**src/rtl/seq_pkg.sv**
```systemverilog
package seq_pkg;
  typedef enum logic [2:0] {
    CMD_NONE = 3'd0,
    CMD_JUMP = 3'd1,
    CMD_CALL = 3'd2,
    CMD_RET  = 3'd3,
    CMD_LOOP = 3'd4
  } cmd_e;

  typedef enum logic [2:0] {
    CC_ALWAYS = 3'd0,
    CC_EQ     = 3'd1,
    CC_NE     = 3'd2,
    CC_LT     = 3'd3,
    CC_GE     = 3'd4,
    CC_VS     = 3'd5,
    CC_CS     = 3'd6,
    CC_NEVER  = 3'd7
  } cc_e;

  localparam int FLG_Z = 0;
  localparam int FLG_N = 1;
  localparam int FLG_C = 2;
  localparam int FLG_V = 3;
  localparam int FLG_W = 4;
endpackage

```
**src/rtl/cond_eval.sv**
```systemverilog
module cond_eval
  import seq_pkg::*;
(
  input  logic [2:0]       cond,
  input  logic [FLG_W-1:0] flags,
  output logic             pass
);
  logic lt;
  assign lt = flags[FLG_N] ^ flags[FLG_V];

  always_comb begin
    unique case (cc_e'(cond))
      CC_ALWAYS: pass = 1'b1;
      CC_EQ:     pass = flags[FLG_Z];
      CC_NE:     pass = !flags[FLG_Z];
      CC_LT:     pass = lt;
      CC_GE:     pass = !lt;
      CC_VS:     pass = flags[FLG_V];
      CC_CS:     pass = flags[FLG_C];
      default:   pass = 1'b0;
    endcase
  end
endmodule

```
**src/rtl/ret_stack.sv**
```systemverilog
module ret_stack #(
  parameter int AW    = 16,
  parameter int DEPTH = 8
) (
  input  logic          clk,
  input  logic          rst_n,
  input  logic          push,
  input  logic          pop,
  input  logic [AW-1:0] din,
  output logic [AW-1:0] top,
  output logic          full,
  output logic          empty
);
  localparam int PW = $clog2(DEPTH);

  logic [AW-1:0] mem [DEPTH];
  logic [PW:0]   cnt;
  logic [PW-1:0] top_idx;

  assign full    = (cnt == (PW+1)'(DEPTH));
  assign empty   = (cnt == '0);
  assign top_idx = PW'(cnt - 1'b1);
  assign top     = mem[top_idx];

  always_ff @(posedge clk) begin
    if (!rst_n) begin
      cnt <= '0;
    end else if (push && !full) begin
      mem[cnt[PW-1:0]] <= din;
      cnt <= cnt + 1'b1;
    end else if (pop && !empty) begin
      cnt <= cnt - 1'b1;
    end
  end


  depth_bound_chk: assert property (@(posedge clk) disable iff (!rst_n)
    cnt <= (PW+1)'(DEPTH));


  full_push_drop_chk: assert property (@(posedge clk) disable iff (!rst_n)
    (push && full && !pop) |=> $stable(cnt));


  push_pop_excl_chk: assert property (@(posedge clk) disable iff (!rst_n)
    !(push && pop));
endmodule

```
**src/rtl/loop_unit.sv**
```systemverilog
module loop_unit #(
  parameter int AW = 16,
  parameter int CW = 16
) (
  input  logic          clk,
  input  logic          rst_n,
  input  logic          enable,
  input  logic          set,
  input  logic [AW-1:0] start_in,
  input  logic [AW-1:0] end_in,
  input  logic [CW-1:0] cnt_in,
  input  logic [AW-1:0] pc,
  output logic          back,
  output logic [AW-1:0] start_addr
);
  logic [AW-1:0] end_q;
  logic [CW-1:0] cnt_q;

  assign back = enable && !set && (pc == end_q) && (cnt_q != '0);

  always_ff @(posedge clk) begin
    if (!rst_n) begin
      start_addr <= '0;
      end_q      <= '0;
      cnt_q      <= '0;
    end else if (set) begin
      start_addr <= start_in;
      end_q      <= end_in;
      cnt_q      <= cnt_in;
    end else if (back) begin
      cnt_q <= cnt_q - 1'b1;
    end
  end


  loop_dec_chk: assert property (@(posedge clk) disable iff (!rst_n)
    back |=> cnt_q == $past(cnt_q) - 1'b1);


  loop_hold_chk: assert property (@(posedge clk) disable iff (!rst_n)
    (!enable && !set) |=> $stable(cnt_q));
endmodule

```
**src/rtl/fetch_seq.sv**
```systemverilog
module fetch_seq
  import seq_pkg::*;
#(
  parameter int          AW         = 16,
  parameter int          CW         = 16,
  parameter int          DEPTH      = 8,
  parameter logic [15:0] RESET_ADDR = 16'h0000
) (
  input  logic             clk,
  input  logic             rst_n,
  input  logic             stall,
  input  logic [2:0]       cmd,
  input  logic [2:0]       cond,
  input  logic [AW-1:0]    target,
  input  logic [AW-1:0]    loop_end,
  input  logic [CW-1:0]    loop_count,
  input  logic [FLG_W-1:0] flags,
  input  logic             irq,
  input  logic [AW-1:0]    irq_vec,
  output logic [AW-1:0]    fetch_addr,
  output logic             stk_ovf,
  output logic             stk_udf
);
  logic [AW-1:0] pc, pc_inc, pc_nxt, stk_top, push_data, loop_start;
  logic adv, irq_go, cc_pass, is_ret, is_br, is_call;
  logic ret_go, br_go, loop_en, loop_set, loop_back;
  logic push_req, pop_req, stk_full, stk_empty;
  cmd_e cmd_t;

  assign cmd_t   = cmd_e'(cmd);
  assign pc_inc  = pc + 1'b1;
  assign adv     = !stall;
  assign irq_go  = adv && irq;
  assign is_ret  = (cmd_t == CMD_RET);
  assign is_call = (cmd_t == CMD_CALL);
  assign is_br   = ((cmd_t == CMD_JUMP) || is_call) && cc_pass;

  assign pop_req  = adv && !irq && is_ret;
  assign ret_go   = pop_req && !stk_empty;
  assign br_go    = adv && !irq && is_br;
  assign push_req = irq_go || (br_go && is_call);
  assign push_data = irq_go ? pc : pc_inc;
  assign loop_en  = adv && !irq && !ret_go && !br_go;
  assign loop_set = loop_en && (cmd_t == CMD_LOOP);

  cond_eval u_cond (
    .cond  (cond),
    .flags (flags),
    .pass  (cc_pass)
  );

  ret_stack #(.AW(AW), .DEPTH(DEPTH)) u_stack (
    .clk   (clk),
    .rst_n (rst_n),
    .push  (push_req),
    .pop   (pop_req),
    .din   (push_data),
    .top   (stk_top),
    .full  (stk_full),
    .empty (stk_empty)
  );

  loop_unit #(.AW(AW), .CW(CW)) u_loop (
    .clk        (clk),
    .rst_n      (rst_n),
    .enable     (loop_en),
    .set        (loop_set),
    .start_in   (pc_inc),
    .end_in     (loop_end),
    .cnt_in     (loop_count),
    .pc         (pc),
    .back       (loop_back),
    .start_addr (loop_start)
  );

  always_comb begin
    if (irq_go)         pc_nxt = irq_vec;
    else if (ret_go)    pc_nxt = stk_top;
    else if (br_go)     pc_nxt = target;
    else if (loop_back) pc_nxt = loop_start;
    else                pc_nxt = pc_inc;
  end

  always_ff @(posedge clk) begin
    if (!rst_n) begin
      pc      <= AW'(RESET_ADDR);
      stk_ovf <= 1'b0;
      stk_udf <= 1'b0;
    end else begin
      if (adv) pc <= pc_nxt;
      stk_ovf <= push_req && stk_full;
      stk_udf <= pop_req && stk_empty;
    end
  end

  assign fetch_addr = pc;


  stall_hold_chk: assert property (@(posedge clk) disable iff (!rst_n)
    stall |=> $stable(fetch_addr));


  irq_vector_chk: assert property (@(posedge clk) disable iff (!rst_n)
    (irq && !stall) |=> fetch_addr == $past(irq_vec));


  jump_always_chk: assert property (@(posedge clk) disable iff (!rst_n)
    (!stall && !irq && cmd == 3'd1 && cond == 3'd0) |=> fetch_addr == $past(target));


  stall_quiet_chk: assert property (@(posedge clk) disable iff (!rst_n)
    stall |=> (!stk_ovf && !stk_udf));
endmodule

```
**config.mk**
```make
export PLATFORM = sky130hd
export DESIGN_NAME = fetch_seq
export DESIGN_NICKNAME = d
export VERILOG_FILES = /design/src/rtl/seq_pkg.sv /design/src/rtl/cond_eval.sv /design/src/rtl/ret_stack.sv /design/src/rtl/loop_unit.sv /design/src/rtl/fetch_seq.sv
export SDC_FILE = /design/constraint.sdc
export NUM_CORES = 1
export LEC_CHECK = 0
export ABC_AREA = 1
export BUFFER_PORTS_ARGS = -buffer_cell sky130_fd_sc_hd__buf_2
export CAP_MARGIN = 5
export CORE_MARGIN = 5
export CORE_UTILIZATION = 60
export CTS_BUF_LIST = sky130_fd_sc_hd__clkbuf_16
export DETAILED_ROUTE_END_ITERATION = 16
export GPL_TIMING_DRIVEN = 0
export PLACE_DENSITY = 0.81
export SLEW_MARGIN = 20
export SYNTH_ARGS = -nofsm -noshare
export SYNTH_HDL_FRONTEND = slang
export SYNTH_HIERARCHICAL = 1
export SYNTH_SLANG_ARGS = --single-unit
export TNS_END_PERCENT = 50
```
**constraint.sdc**
```tcl
create_clock -name clk -period 3.9 [get_ports clk]
set_input_delay 0.585 -clock clk [delete_from_list [all_inputs] [get_ports clk]]
set_output_delay 0.585 -clock clk [all_outputs]
set_load 0.05 [all_outputs]
```
Word-level counts from Yosys, hierarchy flattened:

Memory sizes are Yosys's and may differ from the RTL's.
Cells that the tools add are included.

* flip-flop bits (word level): 70
* latch bits: 0
* RAM bits: 128
* ROM bits: 0
* input port bits: 78
* output and inout bits: 18
* word-level logic and storage cells: 70
* memories kept: 1

Memories
* u_stack.mem: words 8, width 16, read ports 1, clocked after Yosys merged registers in 0, write ports 1, RTL line ret_stack.sv:16 `logic [AW-1:0] mem [DEPTH];`

* add/subtract/negate cells: 4
* $mul: 0
* divide/modulo/power cells: 0
* order comparisons: 0
* eq/ne operators: 12
* shifts and indexed selects: 0
* multiplexer cells: 13
* bitwise logic cells: 1
* reduce and logical (&&, ||, !) cells: 32

Operator list (count)
* 2-to-1 mux 16 bit: 7
* adder 16 x 1 -> 16 bit (second input constant): 1
* equality test 16 bit: 1
* logical AND 1 bit: 16
* nonzero test 16 bit: 1
* subtractor 16 x 1 -> 16 bit (second input constant): 1
* equality test 3 x 2 -> 1 bit (second input constant): 4
* equality test 3 bit (second input constant): 4
* zero test 1 bit: 9
* 2-to-1 mux 4 bit: 2
* one-hot mux 1 bit (7 select lines): 1
* equality test 3 x 1 -> 1 bit (second input constant): 2
* adder 4 x 1 -> 4 bit (second input constant): 1
* equality test 4 bit (second input constant): 1
* zero test 4 bit: 1
* nonzero test 2 bit: 2
* subtractor 4 x 1 -> 4 bit (second input constant): 1
* zero test 3 bit: 1
* 2-to-1 mux 1 bit: 3
* logical OR 1 bit: 2
* bitwise XOR 1 bit: 1

Longest topological paths before layout:

Gate-level depths: netlist (run 1).

* depth after elaboration: 16
* mapped depth: 28
* gate-level depth less buffers: 25

By module:

Netlist (run 1), hierarchy kept.

Modules (own cells, without submodules)
* ret_stack: times used 1, cells each 436, area an instance 5451.5 µm², seq. area each 3923.8 µm²
* loop_unit: times used 1, cells each 428, area an instance 2616.3 µm², seq. area each 960.9 µm²
* fetch_seq: times used 1, cells each 371, area an instance 1963.1 µm², seq. area each 360.3 µm²
* cond_eval: times used 1, cells each 26, area an instance 108.9 µm², seq. area each 0.0 µm²

Worst setup path before layout (run 1):

OpenSTA, ideal clock, no wires.

* path type: input to register
* start point: in cond[1]
* end point: mem u_stack.mem[6][0], enable pin
* data arrival time: 3.012 ns
* setup slack: 0.479 ns
* stages: 11
* buffers on the path: 0
* cell sequence: nor2_1 nand2_1 nor2_2 nor2_1 nand2_1 nand4_1 o31ai_1 nand2_4 nor2_4 nand2_2 nor3_1

* word-level cells in the longest chain between the ends: 10
* elaborated cells between the ends (all ways): 16
* classes of those cells: eq/ne (6); mux (4); reduce/logical (6)

RTL lines
* start, declared: RTL line fetch_seq.sv:13 `input logic [2:0] cond,`
* equality test 3 bit (tied with other cells): RTL line cond_eval.sv:12 `unique case (cc_e'(cond))`
* one-hot mux 1 bit (7 select lines) (*): RTL line cond_eval.sv:12
* named net cc_pass: RTL line fetch_seq.sv:25 `logic adv, irq_go, cc_pass, is_ret, is_br, is_call;`
* logical AND 1 bit (*): RTL line fetch_seq.sv:36 `assign is_br = ((cmd_t == CMD_JUMP) || is_call) && cc_pass;`
* logical AND 1 bit (*): RTL line fetch_seq.sv:40 `assign br_go = adv && !irq && is_br;`
* logical AND 1 bit (*): RTL line fetch_seq.sv:41 `assign push_req = irq_go || (br_go && is_call);`
* logical OR 1 bit (*): RTL line fetch_seq.sv:41
* named net push_req: RTL line fetch_seq.sv:27 `logic push_req, pop_req, stk_full, stk_empty;`
* logical AND 1 bit (*): RTL line ret_stack.sv:28 `end else if (push && !full) begin`
* 2-to-1 mux 1 bit (*): RTL line ret_stack.sv:28
* 2-to-1 mux 1 bit (*): RTL line ret_stack.sv:26 `if (!rst_n) begin`
* 2-to-1 mux 1 bit (implied by the code) (*): RTL line ret_stack.sv:29 `mem[cnt[PW-1:0]] <= din;`
* end, declared: RTL line ret_stack.sv:16

The timed path passes the listed nets; every way through them passes the cells marked *.

Worst setup path after layout (run 1):

* start point: reg u_stack.cnt[0]
* end point: reg pc[2], in the netlist fetch_addr[2]

* word-level cells in the longest chain between the ends: 15
* elaborated cells between the ends (all ways): 17
* classes of those cells: add/sub (1); mux (4); reduce/logical (11); memory (1)

RTL lines
* start, declared: RTL line ret_stack.sv:17 `logic [PW:0] cnt;`
* start signal, assigned: RTL line ret_stack.sv:30 `cnt <= cnt + 1'b1;`
* start signal, assigned: RTL line ret_stack.sv:32 `cnt <= cnt - 1'b1;`
* zero test 4 bit: RTL line ret_stack.sv:21 `assign empty = (cnt == '0);`
* named net stk_empty: RTL line fetch_seq.sv:27
* zero test 1 bit: RTL line fetch_seq.sv:39 `assign ret_go = pop_req && !stk_empty;`
* logical AND 1 bit: RTL line fetch_seq.sv:39
* zero test 1 bit: RTL line fetch_seq.sv:43 `assign loop_en = adv && !irq && !ret_go && !br_go;`
* logical AND 1 bit (2 in series): RTL line fetch_seq.sv:43
* named net loop_en: RTL line fetch_seq.sv:26 `logic ret_go, br_go, loop_en, loop_set, loop_back;`
* logical AND 1 bit: RTL line fetch_seq.sv:44 `assign loop_set = loop_en && (cmd_t == CMD_LOOP);`
* named net loop_set: RTL line fetch_seq.sv:26
* zero test 1 bit: RTL line loop_unit.sv:19 `assign back = enable && !set && (pc == end_q) && (cnt_q != '0);`
* logical AND 1 bit (3 in series): RTL line loop_unit.sv:19
* named net loop_back: RTL line fetch_seq.sv:26
* 2-to-1 mux 16 bit: RTL line fetch_seq.sv:80 `else if (loop_back) pc_nxt = loop_start;`
* 2-to-1 mux 16 bit: RTL line fetch_seq.sv:79 `else if (br_go) pc_nxt = target;`
* 2-to-1 mux 16 bit: RTL line fetch_seq.sv:78 `else if (ret_go) pc_nxt = stk_top;`
* 2-to-1 mux 16 bit: RTL line fetch_seq.sv:77 `if (irq_go) pc_nxt = irq_vec;`
* end signal, assigned: RTL line fetch_seq.sv:86 `pc <= AW'(RESET_ADDR);`
* end signal, assigned: RTL line fetch_seq.sv:90 `if (adv) pc <= pc_nxt;`
* end, declared: RTL line fetch_seq.sv:24 `logic [AW-1:0] pc, pc_inc, pc_nxt, stk_top, push_data, loop_start;`

The timed path passes the listed nets, and every way through them passes these cells.
A chain may end at the register's enable or synchronous reset.

==> flow_summary.json, run 1 <==
{
  "yosysMostFrequentCell": "nor2_1",
  "rsz0062_at_grt": "no",
  "drv_slew": 0,
  "place.detailed.hpwl_mm": 21.2,
  "min_period_ps": 3690,
  "nets": 1468,
  "fin_crit_sh_pct": 94.6,
  "synth_common_cells": "273 x nor2_1, 241 x nand2_1, 136 x o21ai_0",
  "worstMarginPinSlew_ps": 1100,
  "drc_errors": 0,
  "max_slew_margin_pct": 25.9,
  "hp-class": "input port to flop",
  "grt_pass1_wl_mm": 45.7,
  "synth_simple_gate_area_share_pct": 25.6,
  "antenna_found_initial": 0,
  "max_stage_delay_ps": 370,
  "cp_slowest_cell": "dfxtp_2",
  "drt_iter0_drc": 1187,
  "dr.pass1.iters": 6,
  "cts-buffers-inserted": 17,
  "p_leak_nw": 4.91,
  "synth_top_family_by_area": "simple AND/OR/NAND/NOR gates",
  "via_per_inst": 5.82,
  "final_cells": 1618,
  "worst_slack_ps": 211,
  "crit_type": "flop to flop",
  "synth-main-ff-cell": "edfxtp_1",
  "async_reset_ff_share_pct": 0,
  "wl_mm": 29.4,
  "synth_compound_area_share_pct": 13.3,
  "die_w_um": 140,
  "grt_max_degree": 19,
  "die-area_um2": 19600,
  "ys_types": 43,
  "place_inst": 1585,
  "outcome": "finished, final reports clean",
  "start_util_pct": 61.1,
  "synth_enable_flop_cells": 128,
  "ys_warn_count": 6,
  "ant_nets": 0,
  "die_h_um": 140,
  "seqCellArea_um2": 5250,
  "cts-root-buf": "clkbuf_16",
  "fmax_mhz": 271,
  "clk_path_buf_depth": 2,
  "hold_violations": 0,
  "cts_max_level": 4,
  "design.core.area_um2": 16600,
  "fillers": 1340,
  "fin_skew_ps": 8.55,
  "synth_top_cell_area_share_pct": 37.9,
  "via_count": 9416,
  "io_buffers": 95,
  "multi_input_area_um2": 4140,
  "syn_area_per_cell_um2": 8.04,
  "yosysTopAreaCell": "edfxtp_1",
  "ys_seq_elements": 198,
  "crit_family": "simple AND/OR/NAND/NOR gates",
  "cp.arrival_ps": 4060,
  "endpoint_kind": "flop",
  "grt_usage_pct": 29.6,
  "avgRoutedWirePerCell_um": 18.1,
  "cp.required_ps": 4270,
  "grt_pass1_vias": 8718,
  "synthAdderAreaFrac_pct": 0.494,
  "syn_inst": 1261,
  "drive_above_1_share_pct": 16.3,
  "post-place-ws_ps": -600,
  "path_max_fanout": 10,
  "timing.critical_path.mode_cell": "nor2_1",
  "finalInstanceArea_um2": 11600,
  "synth-xor-area-share_pct": 0.950,
  "startpoint_type": "flop",
  "max-cap-violations": 0,
  "grt-ovfl-total": 0,
  "rows": 47,
  "worstPathCellList": "inv_2 > buf_4 > ha_2 > nand2_4 > nor2_2 > nor2_4 > nor3_2 > and3_1 > buf_6 > clkinv_4 > nand2_1 > nor2_1 > nand2_1 > nor2_2 > nand3_1 > nor2_1 > buf_2 > inv_1 > clkbuf_4 > nor2_1 > o21ai_1 > o211ai_1 > a21oi_1",
  "synth_nets": 1343,
  "path_clk_slew_ps": 70,
  "io-pin-count": 96,
  "synthTopCellsByArea": "edfxtp_1 38%, dfxtp_1 14%, nor2_1 10%, nand2_1 8.9%, o21ai_0 6.7%",
  "setup_viol": 0,
  "placed_area_um2": 11000,
  "synth_mux_area_share_pct": 0.0987,
  "antenna_cells": 0,
  "cts_sinks": 198,
  "syn2layout_area_growth_pct": 14.5,
  "crit_buf_inv": 7,
  "irDropWorstVdd_uv": 319,
  "routabilityCongestion": 0.961,
  "yosysSeqAreaShare_pct": 51.7,
  "syn_area_um2": 10100,
  "clk_latency_ps": 440,
  "cts_tree": "done",
  "power_per_cell_area_nw_per_um2": 417,
  "ctsHoldBuffers": 0
}
-- path summary, 6_finish.rpt --
path / from / endpoint / slack [ps] / cells after the start
max: u_stack/cnt[0] / fetch_addr[2] / 210 / 23
min reg2reg: u_loop/end_q[8] / u_loop/end_q[8] / 480 / 2
min: loop_end[12] / u_loop/end_q[12] / 370 / 3
max reg2reg: u_stack/cnt[0] / fetch_addr[2] / 210 / 23
-- area by class of cell --
class,instances,share of cell area [%]
multi-input cells,888,35.7
flip-flops and latches,198,45.2
plain buffers,56,3.03
clock inverters,14,1.22
repair buffers,106,4.97
inverters,119,3.91
clock buffers,17,3.66
well taps,220,2.37
-- power by group --
| part | switching (W) | internal (W) |
|---|---|---|
| logic | 0.000546 | 0.000266 |
| registers | 0.0000445 | 0.00228 |
| clock network | 0.000814 | 0.000897 |
| total | 0.00141 | 0.00344 |
-- logic make-up after synthesis --
group,count (synthesis)
simple gates,624
compound gates,248
flops,198
buf+inv,175
xor+xnor,11
fa+ha+maj,4
mux,1
-- state kept, by name, indices dropped and copies added, names as in the netlist --
| register | flops |
|---|---|
| u_stack/mem | 128 |
| fetch_addr | 16 |
| u_loop/cnt_q | 16 |
| u_loop/end_q | 16 |
| u_loop/start_addr | 16 |
| u_stack/cnt | 4 |
| stk_ovf | 1 |
| stk_udf | 1 |
-- cell usage in the layout (no fill, tap or decap), types with 9 or more instances in the layout --
cell type,count
a21oi_2,10
nand2_1,241
edfxtp_1,128
nor2_1,269
clkbuf_16,17
a21oi_1,50
o21ai_1,28
nand4_1,10
o21a_1,16
xor2_1,10
clkbuf_1,23
buf_6,15
nor2_2,14
inv_2,9
o21ai_0,135
inv_1,106
nand3_1,58
dfxtp_1,69
buf_4,11
buf_2,105
-- tightest hold or removal path: cells and delay by family --
family,cells,cell delay (ps)
buffers and inverters,1,70
and+or+nand+nor,2,110
-- layer usage --
layer	vias to the layer above	part of all wire [%]	wire length, µm	global-route usage, %
li1	4404	-	-	-
met1	4356	41	11900	41.9
met2	575	45	13300	45.4
met3	81	11	3200	5.83
met4	0	3.2	926	11.3
met5	-	0	0	0
-- timing repair --
item / in CTS / in global routing
gates resized for setup: 5 / 6
pin swaps: 0 / 1
buffers inserted: 0 / 2
endpoints found under the setup margin: 15 / 15
-- per-stage QoR --
step | util, % | hold slack (ps) | TNS [ps] | total power, W
after floorplan | - | 448 | 0 | 0.00289
after CTS | 69.9 | 357 | 0 | 0.00483
after detailed placement | 66.4 | 470 | -6650 | 0.00315
after global routing | 70.0 | 368 | 0 | 0.00503
after global placement | 65.7 | 459 | -75090 | 0.00313
final | 70.0 | 371 | 0 | 0.00485
No activity file was read; power rests on OpenSTA's default activity.
==> run 2: changes to the inputs <==
PLACE_DENSITY = 0.77   (was 0.81)
==> flow_summary.json, run 2 (synthesized netlist as in run 1, its figures left out) <==
{
  "rsz0062_at_grt": "no",
  "hold_violations": 0,
  "final_cells": 1620,
  "endpoint_kind": "flop",
  "cts-root-buf": "clkbuf_16",
  "largest_reg_flops": 128,
  "drv_slew": 0,
  "clkPwrFrac_pct": 37.1,
  "path_clk_slew_ps": 70,
  "worstMarginPinSlew_ps": 1040,
  "place_inst": 1585,
  "nets": 1468,
  "mostFrequentLayoutCell": "nor2_1",
  "dr.pass1.iters": 7,
  "cp-startpoint": "u_stack/cnt[0]",
  "antenna_found_initial": 1,
  "hold_depth": 3,
  "layout_common_cells": "270 x nor2_1, 241 x nand2_1, 134 x o21ai_0",
  "rr_endpoint": "fetch_addr[2]",
  "io-pin-count": 96,
  "io_buffers": 95,
  "rows": 47,
  "hp-class": "input port to flop",
  "cp_slowest_cell": "dfxtp_2",
  "cts-buffers-inserted": 17,
  "syn2layout_area_growth_pct": 15.2,
  "rrSetupSlack_ps": 340,
  "rr_worst_depth": 22,
  "max_slew_margin_pct": 29.6,
  "grt_pass1_vias": 8574,
  "p_seq_share_pct": 46.5,
  "max_stage_delay_ps": 400,
  "grt-ovfl-total": 0,
  "clk_latency_ps": 440,
  "ant_nets": 0,
  "setup_viol": 0,
  "ctsHoldBuffers": 0,
  "place.detailed.hpwl_mm": 22.2,
  "cts_tree": "done",
  "start_util_pct": 61.1,
  "outcome": "finished, final reports clean",
  "worstHoldStart": "loop_end[12]",
  "cp.arrival_ps": 3920,
  "via_per_inst": 5.72,
  "p_switching_w": 0.00146,
  "grt_usage_pct": 30.4,
  "die_w_um": 140,
  "p_leak_nw": 4.93,
  "wl_mm": 30.0,
  "die-area_um2": 19600,
  "grt_max_degree": 21,
  "worstPathCellList": "inv_6 > ha_2 > nand2_4 > nor2_1 > nor2_4 > nor3_2 > and3_1 > buf_6 > clkinv_4 > nand2_1 > nor2_1 > nand2_1 > nor2_2 > nand3_1 > nor2_1 > clkbuf_4 > inv_2 > clkbuf_4 > nor2_1 > o21ai_0 > o211ai_1 > a21oi_1",
  "routabilityCongestion": 1.00,
  "max-cap-violations": 0,
  "min_period_ps": 3560,
  "power.share.switching_pct": 29.3,
  "internal_power_w": 0.00353,
  "clk_path_buf_depth": 2,
  "cp.required_ps": 4260,
  "path_max_fanout": 17,
  "grt_pass1_wl_mm": 46.1,
  "via_count": 9270,
  "r2r-start": "u_stack/cnt[0]",
  "gr-max-usage-layer": "met2",
  "crit_type": "flop to flop",
  "finalPower_w": 0.00500,
  "grt_use_met2_pct": 47.4,
  "drt_iter0_drc": 1086,
  "cts_max_level": 4,
  "use_met1_pct": 41.9,
  "fmax_mhz": 281,
  "die_h_um": 140,
  "power_per_cell_area_nw_per_um2": 428,
  "cts_sinks": 198,
  "design.core.area_um2": 16600,
  "timing.critical_path.mode_cell": "nor2_1",
  "fin_skew_ps": 17.5,
  "hold_path_end": "u_loop/end_q[12]",
  "drive_above_1_share_pct": 16.4,
  "avgRoutedWirePerCell_um": 18.5,
  "drc_errors": 0,
  "fin_crit_sh_pct": 91.2,
  "crit_buf_inv": 6,
  "met3_usage_pct": 6.61,
  "startpoint_type": "flop",
  "irDropWorstVdd_uv": 311,
  "p_comb_share_pct": 16.4,
  "crit_family": "simple AND/OR/NAND/NOR gates"
}
-- run 2: changes by cell type in the layout (fill, tap and decap cells not counted), sizes merged, moves of 2 or more --
cell and delta:
inv +2, buf -2, clkinvlp +2, clkbuf +2, clkinv -4
-- run 2: worst max-delay path by stage --
| stage | to | slack [ps] | depth (start not counted) |
|---|---|---|---|
| finish | fetch_addr[2] | 340 | 22 |
| global route | fetch_addr[3] | 40 | 26 |
| CTS | fetch_addr[9] | 60 | 24 |
| detailed placement | fetch_addr[3] | -510 | 26 |
| global placement | u_stack/mem[3][9] | -1150 | 12 |
| floorplan | u_stack/mem[6][0] | 480 | 11 |
-- run 2: worst reg2reg max path, cell delays in order (launching register included) --
cell	delay [ps]
dfxtp_2	400
inv_6	180
ha_2	280
nand2_4	80
nor2_1	240
nor2_4	140
nor3_2	250
and3_1	210
buf_6	150
clkinv_4	110
nand2_1	80
nor2_1	50
nand2_1	80
nor2_2	50
nand3_1	80
nor2_1	50
clkbuf_4	180
inv_2	140
clkbuf_4	260
nor2_1	60
o21ai_0	180
o211ai_1	110
a21oi_1	150
-- run 2: power by group through the flow --
stage | Sequential, W | Combinational (W) | Clock [W]
6_report | 0.00232 | 0.000819 | 0.00185
5_1_grt | 0.00233 | 0.000893 | 0.00195
4_1_cts | 0.00232 | 0.000802 | 0.00186
3_5_place_dp | 0.00237 | 0.000795 | 0
3_3_place_gp | 0.00237 | 0.000776 | 0
2_1_floorplan | 0.00239 | 0.000504 | 0
-- run 2: area by class of cell --
cell class	count	area, µm²
buffer	55	347
inverter	119	459
sequential	198	5250
clock inverter	15	200
timing repair buffer	107	588
fill	1335	4900
tap	220	275
clock buffer	17	425
antenna	1	2.50
multi-input combinational	888	4140
-- run 2: what timing repair did --
action,in CTS,in global routing
setup buffers,0,3
pin swaps,0,1
resized for setup,5,7
setup endpoints to repair,16,14
endpoints found under the hold margin,0,0
-- run 2: per-layer routing --
metal | up-vias | part of all wire, %
met3 | 71 | 11
met5 | - | 0
met2 | 535 | 45
li1 | 4390 | -
met1 | 4274 | 41
met4 | 0 | 3.0
-- run 2: per-stage QoR --
stage | hold WS, ps | worst slack [ps] | utilization (%) | TNS, ps | instance area (µm²)
2_1_floorplan | 448 | 479 | - | 0 | 10100
3_3_place_gp | 462 | -1150 | 65.7 | -98590 | 10900
3_5_place_dp | 469 | -509 | 66.4 | -6210 | 11000
4_1_cts | 371 | 57.7 | 70.2 | 0 | 11600
5_1_grt | 397 | 37.9 | 70.4 | 0 | 11700
6_report | 376 | 341 | 70.5 | 0 | 11700
